### config.mk
export PLATFORM = sky130hd
export DESIGN_NAME = i2s_rx
export DESIGN_NICKNAME = d
export VERILOG_FILES = /design/src/rtl/i2srx_pkg.sv /design/src/rtl/i2srx_sync.sv /design/src/rtl/i2srx_framer.sv /design/src/rtl/i2srx_capture.sv /design/src/rtl/i2s_rx.sv
export SDC_FILE = /design/constraint.sdc
export NUM_CORES = 1
export LEC_CHECK = 0
export CORE_MARGIN = 2
export CORE_UTILIZATION = 57
export CTS_CLUSTER_DIAMETER = 50
export DETAILED_ROUTE_END_ITERATION = 16
export DONT_BUFFER_PORTS = 1
export HOLD_SLACK_MARGIN = 0.05
export PLACE_DENSITY = 0.73
export SLEW_MARGIN = 20
export SYNTH_ARGS = -nofsm -noshare
export SYNTH_HDL_FRONTEND = slang
export SYNTH_HIERARCHICAL = 1
export SYNTH_SLANG_ARGS = --single-unit
### constraint.sdc
create_clock -name clk -period 3.4 [get_ports clk]
set_clock_uncertainty 0.15 [all_clocks]
set_input_delay 0.17 -clock clk [delete_from_list [all_inputs] [get_ports clk]]
set_output_delay 0.17 -clock clk [all_outputs]
set_load 0.03 [all_outputs]
### src/rtl/i2srx_pkg.sv
package i2srx_pkg;
    localparam int unsigned WORD_W      = 32;
    localparam int unsigned SLOT_BITS   = 32;
    localparam int unsigned CNT_W       = $clog2(SLOT_BITS);
    localparam int unsigned MULTI_SLOTS = 8;
    localparam int unsigned SLOT_W      = $clog2(MULTI_SLOTS);
    localparam int unsigned LEN_W       = $clog2(WORD_W) + 1;
    localparam int unsigned CODE_W      = 4;
    localparam int unsigned TWO_LEN     = 18;
    localparam int unsigned CODE_FLOOR  = 7;

    // Word length in bits for the selected framing and code.
    function automatic logic [LEN_W-1:0] word_len(input logic multi,
                                                  input logic [CODE_W-1:0] code);
        if (!multi) return LEN_W'(TWO_LEN);
        if (code < CODE_W'(CODE_FLOOR)) return LEN_W'(2 * (CODE_FLOOR + 1));
        return LEN_W'({code, 1'b0}) + LEN_W'(2);
    endfunction

    // Low-order mask of n ones.
    function automatic logic [WORD_W-1:0] len_mask(input logic [LEN_W-1:0] n);
        return {WORD_W{1'b1}} >> (LEN_W'(WORD_W) - n);
    endfunction
endpackage

### src/rtl/i2srx_sync.sv
module i2srx_sync #(
    parameter int unsigned W      = 3,
    parameter int unsigned STAGES = 2
) (
    input  logic         clk,
    input  logic         rst_n,
    input  logic [W-1:0] din,
    output logic [W-1:0] dout
);
    logic [W-1:0] stg_d [STAGES];
    logic [W-1:0] stg_q [STAGES];

    genvar g;
    generate
        for (g = 0; g < STAGES; g++) begin : g_stage
            if (g == 0) begin : g_first
                assign stg_d[g] = din;
            end else begin : g_next
                assign stg_d[g] = stg_q[g-1];
            end
        end
    endgenerate

    always_ff @(posedge clk) begin
        for (int k = 0; k < STAGES; k++) begin
            if (!rst_n) stg_q[k] <= '0;
            else        stg_q[k] <= stg_d[k];
        end
    end

    assign dout = stg_q[STAGES-1];
endmodule

### src/rtl/i2srx_framer.sv
module i2srx_framer
    import i2srx_pkg::*;
(
    input  logic              clk,
    input  logic              rst_n,
    input  logic              tick,
    input  logic              ws,
    input  logic              multi,
    input  logic              early,
    input  logic              pol,
    output logic              cur_start,
    output logic              cur_active,
    output logic [CNT_W-1:0]  cur_cnt,
    output logic [SLOT_W-1:0] cur_slot,
    output logic              prev_active,
    output logic [SLOT_W-1:0] prev_slot
);
    typedef struct packed {
        logic              ws_prev;
        logic              seen;
        logic              pending;
        logic [SLOT_W-1:0] pend_slot;
        logic [CNT_W-1:0]  cnt;
        logic [SLOT_W-1:0] slot;
        logic              active;
    } frm_t;

    localparam logic [CNT_W-1:0] CNT_LAST = CNT_W'(SLOT_BITS - 1);

    frm_t              st_d, st_q;
    logic              left, change, evt, start;
    logic [SLOT_W-1:0] evt_slot, new_slot;

    always_comb begin
        st_d     = st_q;
        left     = (ws == pol);
        change   = st_q.seen && (ws != st_q.ws_prev);
        evt      = multi ? (change && left) : change;
        evt_slot = (multi || left) ? '0 : SLOT_W'(1);
        start    = early ? st_q.pending   : evt;
        new_slot = early ? st_q.pend_slot : evt_slot;
        if (!start && multi && st_q.active && st_q.cnt == CNT_LAST) begin
            start    = 1'b1;
            new_slot = st_q.slot + SLOT_W'(1);
        end
        cur_start  = tick && start;
        cur_active = start || st_q.active;
        cur_slot   = start ? new_slot : st_q.slot;
        if (start)                     cur_cnt = '0;
        else if (st_q.cnt == CNT_LAST) cur_cnt = st_q.cnt;
        else                           cur_cnt = st_q.cnt + CNT_W'(1);
        if (tick) begin
            st_d.ws_prev   = ws;
            st_d.seen      = 1'b1;
            st_d.pending   = early && evt;
            st_d.pend_slot = evt_slot;
            st_d.cnt       = cur_cnt;
            st_d.slot      = cur_slot;
            st_d.active    = cur_active;
        end
    end

    always_ff @(posedge clk) begin
        if (!rst_n) st_q <= '0;
        else        st_q <= st_d;
    end

    assign prev_active = st_q.active;
    assign prev_slot   = st_q.slot;

    // after the last bit of a 32-bit slot the next tick begins a slot
    a_r8_slot_wrap: assert property (@(posedge clk) disable iff (!rst_n)
        (tick && multi && st_q.active && st_q.cnt == CNT_LAST) |=> (st_q.cnt == '0));

    // two-slot framing only ever reaches slot 0 or 1
    a_r7_two_slots: assert property (@(posedge clk) disable iff (!rst_n)
        (!multi && $past(!multi)) |-> (st_q.slot <= SLOT_W'(1)));
endmodule

### src/rtl/i2srx_capture.sv
module i2srx_capture
    import i2srx_pkg::*;
(
    input  logic              clk,
    input  logic              rst_n,
    input  logic              tick,
    input  logic              sd,
    input  logic              align_right,
    input  logic [LEN_W-1:0]  n_len,
    input  logic              cur_start,
    input  logic              cur_active,
    input  logic [CNT_W-1:0]  cur_cnt,
    input  logic [SLOT_W-1:0] cur_slot,
    input  logic              prev_active,
    input  logic [SLOT_W-1:0] prev_slot,
    output logic [WORD_W-1:0] data,
    output logic [SLOT_W-1:0] slot,
    output logic              valid
);
    typedef struct packed {
        logic [WORD_W-1:0] sh;
        logic [WORD_W-1:0] data;
        logic [SLOT_W-1:0] slot;
        logic              valid;
    } cap_t;

    cap_t              st_d, st_q;
    logic [WORD_W-1:0] sh_new, mask;

    always_comb begin
        st_d       = st_q;
        st_d.valid = 1'b0;
        mask       = len_mask(n_len);
        sh_new     = {st_q.sh[WORD_W-2:0], sd};
        if (tick) begin
            st_d.sh = sh_new;
            if (align_right) begin
                if (cur_start && prev_active) begin
                    st_d.data  = st_q.sh & mask;
                    st_d.slot  = prev_slot;
                    st_d.valid = 1'b1;
                end
            end else if (cur_active && ({1'b0, cur_cnt} == n_len - LEN_W'(1))) begin
                st_d.data  = sh_new & mask;
                st_d.slot  = cur_slot;
                st_d.valid = 1'b1;
            end
        end
    end

    always_ff @(posedge clk) begin
        if (!rst_n) st_q <= '0;
        else        st_q <= st_d;
    end

    assign data  = st_q.data;
    assign slot  = st_q.slot;
    assign valid = st_q.valid;

    // valid lasts one cycle
    a_r2_single_pulse: assert property (@(posedge clk) disable iff (!rst_n)
        st_q.valid |=> !st_q.valid);

    // a word only follows a bit tick
    a_r2_after_tick: assert property (@(posedge clk) disable iff (!rst_n)
        st_q.valid |-> $past(tick));

    // bits above the word length are zero
    a_r1_upper_zero: assert property (@(posedge clk) disable iff (!rst_n)
        (st_q.valid && $stable(n_len)) |-> ((st_q.data & ~len_mask(n_len)) == '0));
endmodule

### src/rtl/i2s_rx.sv
module i2s_rx
    import i2srx_pkg::*;
#(
    parameter int unsigned SYNC_STAGES = 2
) (
    input  logic        clk,
    input  logic        rst_n,
    input  logic        i2s_sck,
    input  logic        i2s_ws,
    input  logic        i2s_sd,
    input  logic        cfg_align_right,
    input  logic        cfg_ws_left_high,
    input  logic        cfg_ws_early,
    input  logic        cfg_multi,
    input  logic [3:0]  cfg_len_code,
    input  logic        cfg_shared_timing,
    input  logic        cfg_pin_drive,
    output logic        pin_sck_oe,
    output logic        pin_ws_oe,
    output logic [31:0] smp_data,
    output logic [2:0]  smp_slot,
    output logic        smp_valid
);
    logic [2:0]        pins_s;
    logic              sck_s, ws_s, sd_s, tick;
    logic              sck_prev_d, sck_prev_q;
    logic              align_eff, pol_eff;
    logic [LEN_W-1:0]  n_len;
    logic              f_start, f_active, f_prev_active;
    logic [CNT_W-1:0]  f_cnt;
    logic [SLOT_W-1:0] f_slot, f_prev_slot;

    i2srx_sync #(.W(3), .STAGES(SYNC_STAGES)) u_sync (
        .clk  (clk),
        .rst_n(rst_n),
        .din  ({i2s_sck, i2s_ws, i2s_sd}),
        .dout (pins_s)
    );

    assign {sck_s, ws_s, sd_s} = pins_s;

    always_comb sck_prev_d = sck_s;

    always_ff @(posedge clk) begin
        if (!rst_n) sck_prev_q <= 1'b0;
        else        sck_prev_q <= sck_prev_d;
    end

    assign tick       = sck_s && !sck_prev_q;
    assign align_eff  = cfg_align_right  && !cfg_shared_timing;
    assign pol_eff    = cfg_ws_left_high && !cfg_shared_timing;
    assign n_len      = word_len(cfg_multi, cfg_len_code);
    assign pin_sck_oe = cfg_pin_drive;
    assign pin_ws_oe  = cfg_pin_drive;

    i2srx_framer u_framer (
        .clk        (clk),
        .rst_n      (rst_n),
        .tick       (tick),
        .ws         (ws_s),
        .multi      (cfg_multi),
        .early      (cfg_ws_early),
        .pol        (pol_eff),
        .cur_start  (f_start),
        .cur_active (f_active),
        .cur_cnt    (f_cnt),
        .cur_slot   (f_slot),
        .prev_active(f_prev_active),
        .prev_slot  (f_prev_slot)
    );

    i2srx_capture u_capture (
        .clk        (clk),
        .rst_n      (rst_n),
        .tick       (tick),
        .sd         (sd_s),
        .align_right(align_eff),
        .n_len      (n_len),
        .cur_start  (f_start),
        .cur_active (f_active),
        .cur_cnt    (f_cnt),
        .cur_slot   (f_slot),
        .prev_active(f_prev_active),
        .prev_slot  (f_prev_slot),
        .data       (smp_data),
        .slot       (smp_slot),
        .valid      (smp_valid)
    );
endmodule

Word-level counts from Yosys, hierarchy flattened
Memories as Yosys holds them, arrays and structs flattened.
Cells that the tools add are included.
Operators by class
  $add $sub $neg: 5
  $lt $le $gt $ge: 1
  equality and inequality tests: 5
  shift-type cells: 1
  multiplexer cells: 22
  bitwise logic cells: 4
  reduce and logical (&&, ||, !) cells: 20
Operator list (number)
  2-to-1 mux 36 bit: 3
  AND 32 bit: 2
  right shift 32 x 6 -> 32 bit (first input constant): 1
  2-to-1 mux 6 bit: 4
  2-to-1 mux 3 bit: 5
  logical AND 1 bit: 12
  2-to-1 mux 5 bit: 2
  2-to-1 mux 1 bit: 8
  adder 5 x 2 -> 6 bit (second input constant): 1
  equality test 5 x 6 -> 1 bit: 1
  subtractor 6 x 1 -> 6 bit (second input constant): 1
  subtractor 6 bit (first input constant): 1
  adder 5 x 1 -> 5 bit (second input constant): 1
  equality test 5 bit (second input constant): 1
  less-than comparator 4 x 3 -> 1 bit (second input constant): 1
  adder 3 x 1 -> 3 bit (second input constant): 1
  zero test 1 bit: 3
  AND reduction 3 bit: 1
  logical OR 1 bit: 2
  inequality test 2 x 1 -> 1 bit (second input constant): 1
  bitwise OR 1 bit: 2
  AND reduction 2 bit: 1
  nonzero test 2 bit: 1
  equality test 1 bit: 1
  inequality test 1 bit: 1
Word-level totals
  bits in registers: 84
  RAM bits: 6
  bits of input ports: 15
  output and inout bits: 38
  logic and storage cells: 71
  memories kept: 1
Memory list
  u_sync.stg_q: depth 2, width 3, read ports 2, clocked after memory_dff 0, wr ports 2, RTL line i2srx_sync.sv:11  | logic [W-1:0] stg_q [STAGES];

Depth between registers and ports, before layout
Gate-level depths: netlist of run 1.
  depth in word-level cells: 16
  depth in mapped cells: 14
  depth with buffers taken out: 12

Hierarchy
The synthesis of run 1 kept the hierarchy.
By module, submodules not included
  i2srx_capture: instances 1, cells an instance 349, area each 3352.0 µm², sequential area each 1361.3 µm²
  i2srx_framer: instances 1, cells an instance 115, area each 919.6 µm², sequential area each 260.2 µm²
  i2srx_sync: instances 1, cells an instance 12, area each 157.7 µm², sequential area each 120.1 µm²
  i2s_rx: instances 1, cells an instance 22, area each 151.4 µm², sequential area each 20.0 µm²

Least setup slack after synthesis of run 1
Ideal clock, no wire load.
  kind: register to register
  from: reg u_framer/st_q[4] in the netlist's numbering
  to: reg u_capture.st_q (netlist bit u_capture/data[23])
  library setup time: 0.117 ns
  data arrival time: 2.928 ns
  required time: 3.133 ns
  setup slack: 0.205 ns
  cell stages (with the launch flop): 15
  path buffers: 3
  period minus slack after synthesis: 3.195 ns
  cells stage by stage: dfxtp_1 > ha_1 > clkbuf_1 > and4_1 > clkbuf_1 > a31oi_1 > nand2_1 > a21oi_1 > xor2_1 > nor4_1 > nand4_2 > o21ai_2 > a21oi_2 > buf_4 > a32o_1
On the way
  longest elaborated chain between the ends: 8
  elaborated cells on any way between the ends: 14
  those cells by class: add/sub: 1; eq/ne: 3; mux: 3; reduce/logical: 7
RTL lines
  start: declaration: RTL line i2srx_framer.sv:30  | frm_t st_d, st_q;
  start signal: assignment: RTL line i2srx_framer.sv:65  | else st_q <= st_d;
  parallel branches: the longest is 3 deep, another holds adder 5 x 1 -> 5 bit
  2-to-1 mux 5 bit *: RTL line i2srx_framer.sv:49  | if (start) cur_cnt = '0;
  named net f_cnt[2]: RTL line i2s_rx.sv:30  | logic [CNT_W-1:0] f_cnt;
  equality test 5 x 6 -> 1 bit *: RTL line i2srx_capture.sv:43  | end else if (cur_active && ({1'b0, cur_cnt} == n_len - LEN_W'(1))) begin
  logical AND 1 bit *: RTL line i2srx_capture.sv:43
  nonzero test 2 bit (no line) *
  AND reduction 3 bit (no line) *
  end signal: assignment: RTL line i2srx_capture.sv:53  | else st_q <= st_d;
  end: declaration: RTL line i2srx_capture.sv:27  | cap_t st_d, st_q;
Mark *: on every way through the listed nets, which the timed path passes.
A chain may end at the register's enable or synchronous reset.

Worst setup path after layout of run 1
  from: reg u_framer/st_q[4] in the netlist's numbering
  to: reg u_capture.st_q (netlist bit u_capture/data[25])
Same word-level chain as after synthesis.

==> impl_results.md, run 1 <==
- Fmax: 298 MHz
- Initial Util: 59.0%
- Crit start category: flop
- Worst path arrival time: 3.51 ns
- Number of global-route vias before repair: 3222
- Core ar.: 7770 sq um
- Pin count of the biggest net entering global routing: 38
- Avg WL per Cell: 17.8 microns
- Via count: 3530
- Status: completed
- CTS tree: done
- Post-DRT Antenna Nets: 0
- Placed instance area: 4400 sq um
- Vias/cell: 6.18
- Clock latency at the later pin of the worst-skew pair: 0.36 ns
- Worst Hold Class: input port to flop
- Antenna violations before repair: 0
- Final Net Count: 486
- # DRC: 0
- Clock sink count: 88
- Worst-path maximum fanout: 10
- Relative slew margins: 53.7%
- Power density over the cells: 412 nW/um^2
- 1st-iter DRT viols: 422
- Antenna cell count: 0
- Critical Path Sink Type: flop
- Placed cell count: 546
- Final GP Congestion: 0.942
- Num CTS Buffers: 9
- H-tree depth reported by CTS: 3
- Seq/Total Area, Yosys: 38.5%
- Area delta synth->final: 2.84%
- WHS Path Cells: 3
- TritonRoute pass-1 iters: 5
- Synth warn: 6
- Main flop type after synthesis: dfxtp_1
- Finished Core Util: 60.6%
- Root buffer cell: clkbuf_8
- Crit path kind: flop to flop
- Max Cap Viol: 0
- Synth Area per Inst: 9.20 sq um
- Hold path endpoint: u_framer/st_q[6]
- Fin crit share: 98.8%
- CTS Buffer Depth: 2
- Post-layout min period: 3.36 ns
- Peak supply drop: 0.000246 V
- Number of synthesized flops with an enable pin: 0
- Overflow after GRT: 0
- Endpoints failing setup: 0
- Final WL: 10.2 mm
- Reg-to-reg slack, setup: 0.04 ns
- Hold Crit Start: cfg_multi
- Post-synth cell types: 58
- DIE AREA: 8770 sq um
- FF+latch count, synth: 88
- Fin cells: 571
- Reg-to-reg critical path endpoint: u_capture/data[25]
- Clock Pin Slew Worst Setup and Hold Paths: 0.09 ns
- Hold Fails Final Rpt: 0
- Wire length of the first global-routing pass: 16.7 mm
- Synth async-reset ratio: 0%
- Final Instance Area: 4710 sq um
- Top-Level Pins: 53
- Final Max Tran Viols: 0
- Share of layout cells above drive strength 1: 11.1%
- Die Span X: 93.6 microns
- Worst r2r path cells: 12
- GRT Overall Usage: 24.3%
- Die height: 93.6 microns
- Worst-Margin Slew: 0.693 ns
- Hpwl dp: 6.79 mm
- Critical R2R Launch: u_framer/st_q[4]
- P_leak: 1.71 nW
- Worst EP required: 3.56 ns
- IO Port Bufs: 0
- Post-Syn Instances: 498
- Std-Cell Rows: 32
- Mapped cell area: 4580 sq um
- Worst hold slack: 0.0787 ns
-- critical path, stage by stage, from the launching register on --
cell and delay [ns]:
dfxtp_1 0.37, ha_1 0.24, and4_1 0.30, a31oi_2 0.27, nand2_2 0.13, a21oi_1 0.19
xor2_1 0.14, nor4_2 0.42, nand4_1 0.20, o31ai_4 0.36, nor2b_1 0.19, buf_4 0.18
a32o_1 0.16
-- layout by cell type, fill, tap and decap left out, types with 4 or more instances in the layout --
cell type	Yosys	final
dfxtp_1	88	88
nor2_1	41	41
mux2i_1	34	34
nand2_1	33	32
a22o_1	27	27
a32o_1	23	23
a21oi_1	19	19
buf_4	43	15
inv_1	11	11
nand3_1	10	10
and3_1	9	9
and2_1	9	9
clkbuf_8	0	9
xnor2_1	9	9
o21ai_0	8	8
dlygate4sd3_1	0	8
o2bb2ai_1	8	8
nor2b_1	8	7
ha_1	7	7
nand2b_1	7	7
a31oi_1	8	7
a211oi_1	7	7
o21a_1	6	6
xor2_1	5	5
nor3_1	4	4
conb_1	1	4
-- flip-flops by register name, indices dropped and copies added, names as in the netlist --
name,flops
u_capture/valid,1
u_sync/stg_q,6
sck_prev_q,1
u_capture/st_q,1
u_capture/sh_new,31
u_framer/prev_slot,3
u_framer/prev_active,1
u_framer/st_q,9
u_capture/slot,3
u_capture/data,32
-- how the worst max path moves through the flow --
stage | startpoint | to
detailed placement | u_framer/st_q[4] | u_capture/data[16]
finish | u_framer/st_q[4] | u_capture/data[25]
floorplan | u_framer/st_q[4] | u_capture/data[23]
global route | u_framer/st_q[4] | u_capture/data[23]
CTS | u_framer/st_q[4] | u_capture/data[16]
global placement | cfg_ws_left_high | u_capture/data[21]
-- report_power, final --
part           leakage [nW]  internal (W)  switching [W]  total (W)
logic                 0.903     0.0000570       0.000103   0.000159
registers             0.710       0.00104     0.00000393    0.00104
clock network        0.0938      0.000346       0.000394   0.000740
-- through the flow --
| step | setup TNS, ns | setup WS, ns | total power [W] |
|---|---|---|---|
| 2_1_floorplan | 0 | 0.205 | 0.00118 |
| 3_3_place_gp | 0 | 0.281 | 0.00120 |
| 3_5_place_dp | 0 | 0.0332 | 0.00121 |
| 4_1_cts | 0 | 0.00226 | 0.00195 |
| 5_1_grt | -0.661 | -0.0794 | 0.00202 |
| 6_report | 0 | 0.0402 | 0.00194 |
-- synthesized netlist by cell type (5+ instances only) --
master	count	area [sq um]
a32o_1	23	230
a21oi_1	19	95.1
a22o_1	27	236
buf_4	43	323
nor2b_1	8	50.1
o2bb2ai_1	8	70.1
xor2_1	5	43.8
and2_1	9	56.3
clkbuf_1	21	78.8
dfxtp_1	88	1760
nor2_1	41	154
nand3_1	10	50.1
mux2i_1	34	340
xnor2_1	9	78.8
ha_1	7	87.6
o21ai_0	8	40.0
o21a_1	6	45.0
and3_1	9	56.3
buf_2	5	25.0
inv_1	11	41.3
nand2b_1	7	43.8
nand2_1	33	124
a211oi_1	7	52.6
a31oi_1	8	50.1
-- cell type report --
cell class	count	area [sq um]
Clock inverter	7	77.6
Tap cell	102	128
Multi-Input combinational cell	327	2350
Inverter	13	48.8
Timing Repair Buffer	25	224
Clock buffer	9	124
Sequential cell	88	1760
Fill cell	695	3060
-- what timing repair did --
item	4_1_cts	5_1_grt
endpoints found under the setup margin	0	34
endpoints found under the hold margin	21	0
buffers inserted	0	1
gates resized for setup	0	4
hold buffers	8	0
-- logic make-up (layout without fill, tap and decap cells) --
| logic type | Yosys count | after routing | synth area share, % |
|---|---|---|---|
| and+or+nand+nor | 141 | 141 | 15.5 |
| AOI/OAI and AO/OA | 125 | 125 | 22.2 |
| DFF | 88 | 88 | 38.5 |
| buffers and inverters | 86 | 54 | 11.0 |
| muxes | 34 | 34 | 7.43 |
| xor gates and xnor gates | 16 | 16 | 3.39 |
| adders and majority gates | 7 | 7 | 1.91 |
| other | 1 | 4 | 0.0819 |
-- per-layer routing --
layer / track usage [%] / share of wire [%]
met1: 34.3 / 45
met3: 7.33 / 9.1
met2: 35.6 / 44
met5: 0 / 0
met4: 7.85 / 2.2
Note: power is estimated with default switching activity, not from simulation.
==> run 2: changes to the inputs <==
- CORE_UTILIZATION: 57 -> 60
- PLACE_DENSITY: 0.73 -> 0.74
- clock period: 3.4 -> 3.6 ns (I/O delays scaled with it)
==> impl_results.md, run 2 (synthesis gave the netlist of run 1 again) <==
- Core ar.: 7330 sq um
- Worst r2r path cells: 12
- Fmax: 305 MHz
- GRT Overall Usage: 24.8%
- Avg WL per Cell: 17.9 microns
- Fillers: 633
- Relative slew margins: 29.5%
- Placed cell count: 538
- Reg-to-reg slack, setup: 0.32 ns
- Number of global-route vias before repair: 3389
- RSZ-0062 raised after global routing: false
- Clock sink count: 88
- # DRC: 0
- Hpwl dp: 6.69 mm
- Share of layout cells above drive strength 1: 9.66%
- Seq pwr share: 56.1%
- Worst path arrival time: 3.40 ns
- Num CTS Buffers: 9
- Crit path to: u_capture/data[16]
- Die Span X: 91.4 microns
- CTS tree: done
- NetSw: 0.000464 W
- Clock Pin Slew Worst Setup and Hold Paths: 0.09 ns
- Fin cells: 565
- 1st-iter DRT viols: 392
- Largest register FFs: 32
- CP max stage cell: dfxtp_1
- Reg-to-reg critical path endpoint: u_capture/data[16]
- Hold Fails Final Rpt: 0
- Wire length of the first global-routing pass: 16.6 mm
- Worst-Margin Slew: 1.05 ns
- Critical R2R Launch: u_framer/st_q[4]
- Setup TNS: 0 ns
- Worst Hold Class: input port to flop
- Antenna cell count: 0
- CP Launch Point: u_framer/st_q[4]
- Max Cap Viol: 0
- CTS Buffer Depth: 2
- Power density over the cells: 375 nW/um^2
- Sw Share: 26.5%
- Endpoints failing setup: 0
- Peak supply drop: 0.000272 V
- Post-DRT Antenna Nets: 0
- P_leak: 1.67 nW
- Post-layout min period: 3.28 ns
- Root buffer cell: clkbuf_8
- P_int: 0.00128 W
- Worst EP required: 3.71 ns
- Overflow after GRT: 0
- Pin count of the biggest net entering global routing: 44
- Area delta synth->final: 1.64%
- Status: completed
- Critical-path cell list: ha_1 > and4_1 > a31oi_1 > nand2_1 > a21oi_1 > xor2_1 > nor4_2 > nand4_2 > o21ai_2 > a21oi_2 > buf_4 > a22o_1
- Clock share of power: 35.4%
- Critical Path Sink Type: flop
- Final Max Tran Viols: 0
- Die height: 91.4 microns
- Final Net Count: 483
- Most frequent cells in the layout: dfxtp_1 (88), nor2_1 (41), mux2i_1 (34)
- Crit start category: flop
- Std-Cell Rows: 31
- Comb power frac: 8.5%
- Fin crit share: 91.2%
- Max incr delay on CP: 0.36 ns
- Worst-path maximum fanout: 17
- Most common cell after layout, fill and taps aside: dfxtp_1
- Crit path kind: flop to flop
- Vias/cell: 6.23
- IO Port Bufs: 0
- Final GP Congestion: 0.849
- TritonRoute pass-1 iters: 6
- Top-Level Pins: 53
- H-tree depth reported by CTS: 3
- DIE AREA: 8350 sq um
- Via count: 3520
- Final WL: 10.1 mm
- Initial Util: 62.5%
- Antenna violations before repair: 0
- Clock latency at the later pin of the worst-skew pair: 0.36 ns
## run 2: cell count changes in the layout (fill, tap and decap cells not counted), sizes merged
cell / change
buf: -3
bufinv: -1
clkbuf: +2
clkinv: -1
clkinvlp: +1
inv: -1
## run 2: worst min path at each step
stage	startpoint	endpoint	slack (ns)	cells after the start
global route	cfg_shared_timing	u_framer/st_q[9]	0.08	4
CTS	cfg_shared_timing	u_framer/st_q[9]	0.06	4
floorplan	rst_n	u_sync/stg_q[0][0]	0.15	1
global placement	rst_n	u_framer/st_q[13]	0.15	1
finish	cfg_shared_timing	u_framer/st_q[9]	0.08	4
detailed placement	rst_n	u_framer/prev_slot[1]	0.15	1
## run 2: what timing repair did
| item | CTS | global route |
|---|---|---|
| setup buffers | 0 | 3 |
| setup endpoints to repair | 0 | 24 |
| hold endpoints to repair | 21 | 0 |
| hold buffers | 8 | 0 |
| gates resized for setup | 0 | 1 |
## run 2: metrics by stage
step                hold WS (ns)  power (W)  area [sq um]  setup WS, ns  utilization (%)
global placement           0.152    0.00114          4360         0.397             59.5
finish                    0.0786    0.00175          4660         0.317             63.5
global route              0.0799    0.00182          4660         0.100             63.5
CTS                       0.0611    0.00175          4610         0.243             62.9
detailed placement         0.154    0.00114          4360         0.280             59.5
floorplan                  0.152    0.00112          4590         0.405                -
## run 2: power groups by stage
stage | sequential (W) | clock, W | combinational (W)
after floorplan | 0.00100 | 0 | 0.000112
after global placement | 0.00100 | 0 | 0.000131
after detailed placement | 0.00100 | 0 | 0.000133
after CTS | 0.000981 | 0.000630 | 0.000144
after global routing | 0.000983 | 0.000674 | 0.000161
final | 0.000981 | 0.000619 | 0.000148
## run 2: critical path, delay by kind of cell, from the launching register on
family | cells | cell delay [ns]
AOI/OAI and AO/OA | 5 | 0.99
xor gates and xnor gates | 1 | 0.10
adders and majority gates | 1 | 0.30
buffers and inverters | 1 | 0.24
DFF | 1 | 0.36
and+or+nand+nor | 4 | 1.03
## run 2: cell type report
class	count	area (sq um)	area share [%]
multi-input combinational	327	2340	50.2
sequential	88	1760	37.8
timing repair buffer	22	210	4.51
clock buffer	11	131	2.82
tap	99	124	2.66
inverter	13	48.8	1.05
clock inverter	5	41.3	0.887
## run 2: per-layer routing
metal / track usage, % / routed length, microns / vias to the layer above
li1: - / - / 1676
met1: 33.5 / 4640 / 1710
met2: 38.0 / 4590 / 116
met3: 6.22 / 699 / 18
met4: 9.60 / 184 / 0
met5: 0 / 0 / -
==> run 3: changes to the inputs <==
- clock period: 3.6 -> 4.1 ns (I/O delays scaled with it)
==> impl_results.md, run 3 (synthesis gave the netlist of run 1 again) <==
- Max incr delay on CP: 0.42 ns
- Critical-path cell list: ha_1 > and4_1 > a31oi_1 > nand2_1 > a21oi_1 > xor2_1 > nor4_1 > nand4_2 > o21ai_2 > a21oi_2 > buf_4 > a32o_1
- CP bufs+invs: 1
- Clock Pin Slew Worst Setup and Hold Paths: 0.09 ns
- RSZ-0062 raised after global routing: false
- Total power: 0.00163 W
- Antenna violations before repair: 1
- Wire length of the first global-routing pass: 16.2 mm
- Pin count of the biggest net entering global routing: 36
- WHS Path Cells: 3
- Area delta synth->final: 0.901%
- Std-Cell Rows: 31
- Hold Fails Final Rpt: 0
- Initial Util: 62.5%
- Clock sink count: 88
- P_leak: 1.68 nW
- Critical R2R Launch: u_framer/st_q[4]
- Die height: 91.4 microns
- Final Net Count: 478
- Worst-path maximum fanout: 21
- GRT Overall Usage: 24.4%
- Core ar.: 7330 sq um
- Crit path kind: flop to flop
- Status: completed
- Endpoints failing setup: 0
- Via count: 3425
- Antenna cell count: 0
- Top delay family on crit path: simple AND/OR/NAND/NOR gates
- Vias/cell: 6.12
- Number of global-route vias before repair: 3118
- Hold path endpoint: u_framer/prev_active
- Worst EP required: 4.21 ns
- Post-layout min period: 3.70 ns
- Worst-Margin Slew: 1.04 ns
- Clock latency at the later pin of the worst-skew pair: 0.37 ns
- Reg-to-reg critical path endpoint: u_capture/data[26]
- CTS Buffer Depth: 2
- Hold Crit Start: cfg_ws_early
- IO Port Bufs: 0
- Peak supply drop: 0.000236 V
- Final Max Tran Viols: 0
- TritonRoute pass-1 iters: 5
- Post-DRT Antenna Nets: 0
- Fillers: 612
- Post-CTS setup buffer count: 0
- # DRC: 0
- Relative slew margins: 30.9%
- Critical Path Sink Type: flop
- CTS resizes: 0
- Hpwl dp: 6.74 mm
- Top-Level Pins: 53
- DIE AREA: 8350 sq um
- H-tree depth reported by CTS: 3
- Fmax: 270 MHz
- Reg-to-reg slack, setup: 0.40 ns
- Sw Share: 25.6%
- 1st-iter DRT viols: 277
- Overflow after GRT: 0
- P_int: 0.00121 W
- Worst path arrival time: 3.82 ns
- Crit start category: flop
- Fin crit share: 90.3%
- Avg WL per Cell: 17.7 microns
- CP max stage cell: nor4_1
- Root buffer cell: clkbuf_8
- Setup TNS: 0 ns
- Seq pwr share: 53.0%
- Worst Hold Class: input port to flop
- Largest register FFs: 32
- Power density over the cells: 352 nW/um^2
- Most common cell after layout, fill and taps aside: dfxtp_1
- Num CTS Buffers: 9
- Comb power frac: 7.8%
- Max Cap Viol: 0
- Final WL: 9.93 mm
- Hold Buf Count CTS: 7
- Share of layout cells above drive strength 1: 9.11%
- Clock share of power: 39.2%
- NetSw: 0.000417 W
- Final GP Congestion: 0.844
- Die Span X: 91.4 microns
- Most frequent cells in the layout: dfxtp_1 (88), nor2_1 (41), mux2i_1 (34)
- CTS tree: done
- Worst r2r path cells: 12
==> run 3: worst max path at each step <==
stage | startpoint | end | cells past startpoint
after floorplan | u_framer/st_q[4] | u_capture/data[23] | 14
after global placement | u_framer/st_q[4] | u_capture/data[20] | 12
after detailed placement | u_framer/st_q[4] | u_capture/data[26] | 12
after CTS | u_framer/st_q[4] | u_capture/data[25] | 12
after global routing | u_framer/st_q[4] | u_capture/data[25] | 12
final | u_framer/st_q[4] | u_capture/data[26] | 12
==> run 3: layout make-up <==
cell class / instances / area [sq um] / area share, %
Timing Repair Buffer: 17 / 145 / 3.14
Multi-Input combinational cell: 327 / 2330 / 50.5
Inverter: 13 / 48.8 / 1.06
Clock buffer: 10 / 138 / 2.98
Tap cell: 99 / 124 / 2.68
Clock inverter: 6 / 72.6 / 1.57
Sequential cell: 88 / 1760 / 38.1
==> run 3: metrics by stage <==
stage	cell area [sq um]	setup slack [ns]	hold WS, ns	instances	utilization (%)
2_1_floorplan	4590	0.905	0.177	501	-
3_3_place_gp	4340	0.601	0.179	537	59.2
3_5_place_dp	4340	0.456	0.181	537	59.2
4_1_cts	4620	0.430	0.0557	560	63.0
5_1_grt	4620	0.0724	0.0797	560	63.0
6_report	4620	0.399	0.0688	560	63.0
==> run 3: worst register-to-register path, stage by stage, from the launching register on <==
cell and delay (ns):
dfxtp_1 0.41, ha_1 0.32, and4_1 0.36, a31oi_1 0.15, nand2_1 0.18, a21oi_1 0.08
xor2_1 0.16, nor4_1 0.42, nand4_2 0.22, o21ai_2 0.34, a21oi_2 0.32, buf_4 0.30
a32o_1 0.21
==> run 3: power groups by stage <==
stage	combinational, W	sequential, W	clock [W]
2_1_floorplan	0.0000981	0.000881	0
3_3_place_gp	0.000114	0.000882	0
3_5_place_dp	0.000116	0.000882	0
4_1_cts	0.000125	0.000862	0.000647
5_1_grt	0.000140	0.000863	0.000683
6_report	0.000127	0.000862	0.000638
==> run 3: metal layers <==
layer	routed length [microns]	GRT usage, %	vias up
met3	752	7.88	22
met1	4450	32.4	1618
met4	182	8.96	2
met2	4530	37.0	109
li1	-	-	1674
met5	13	0	-
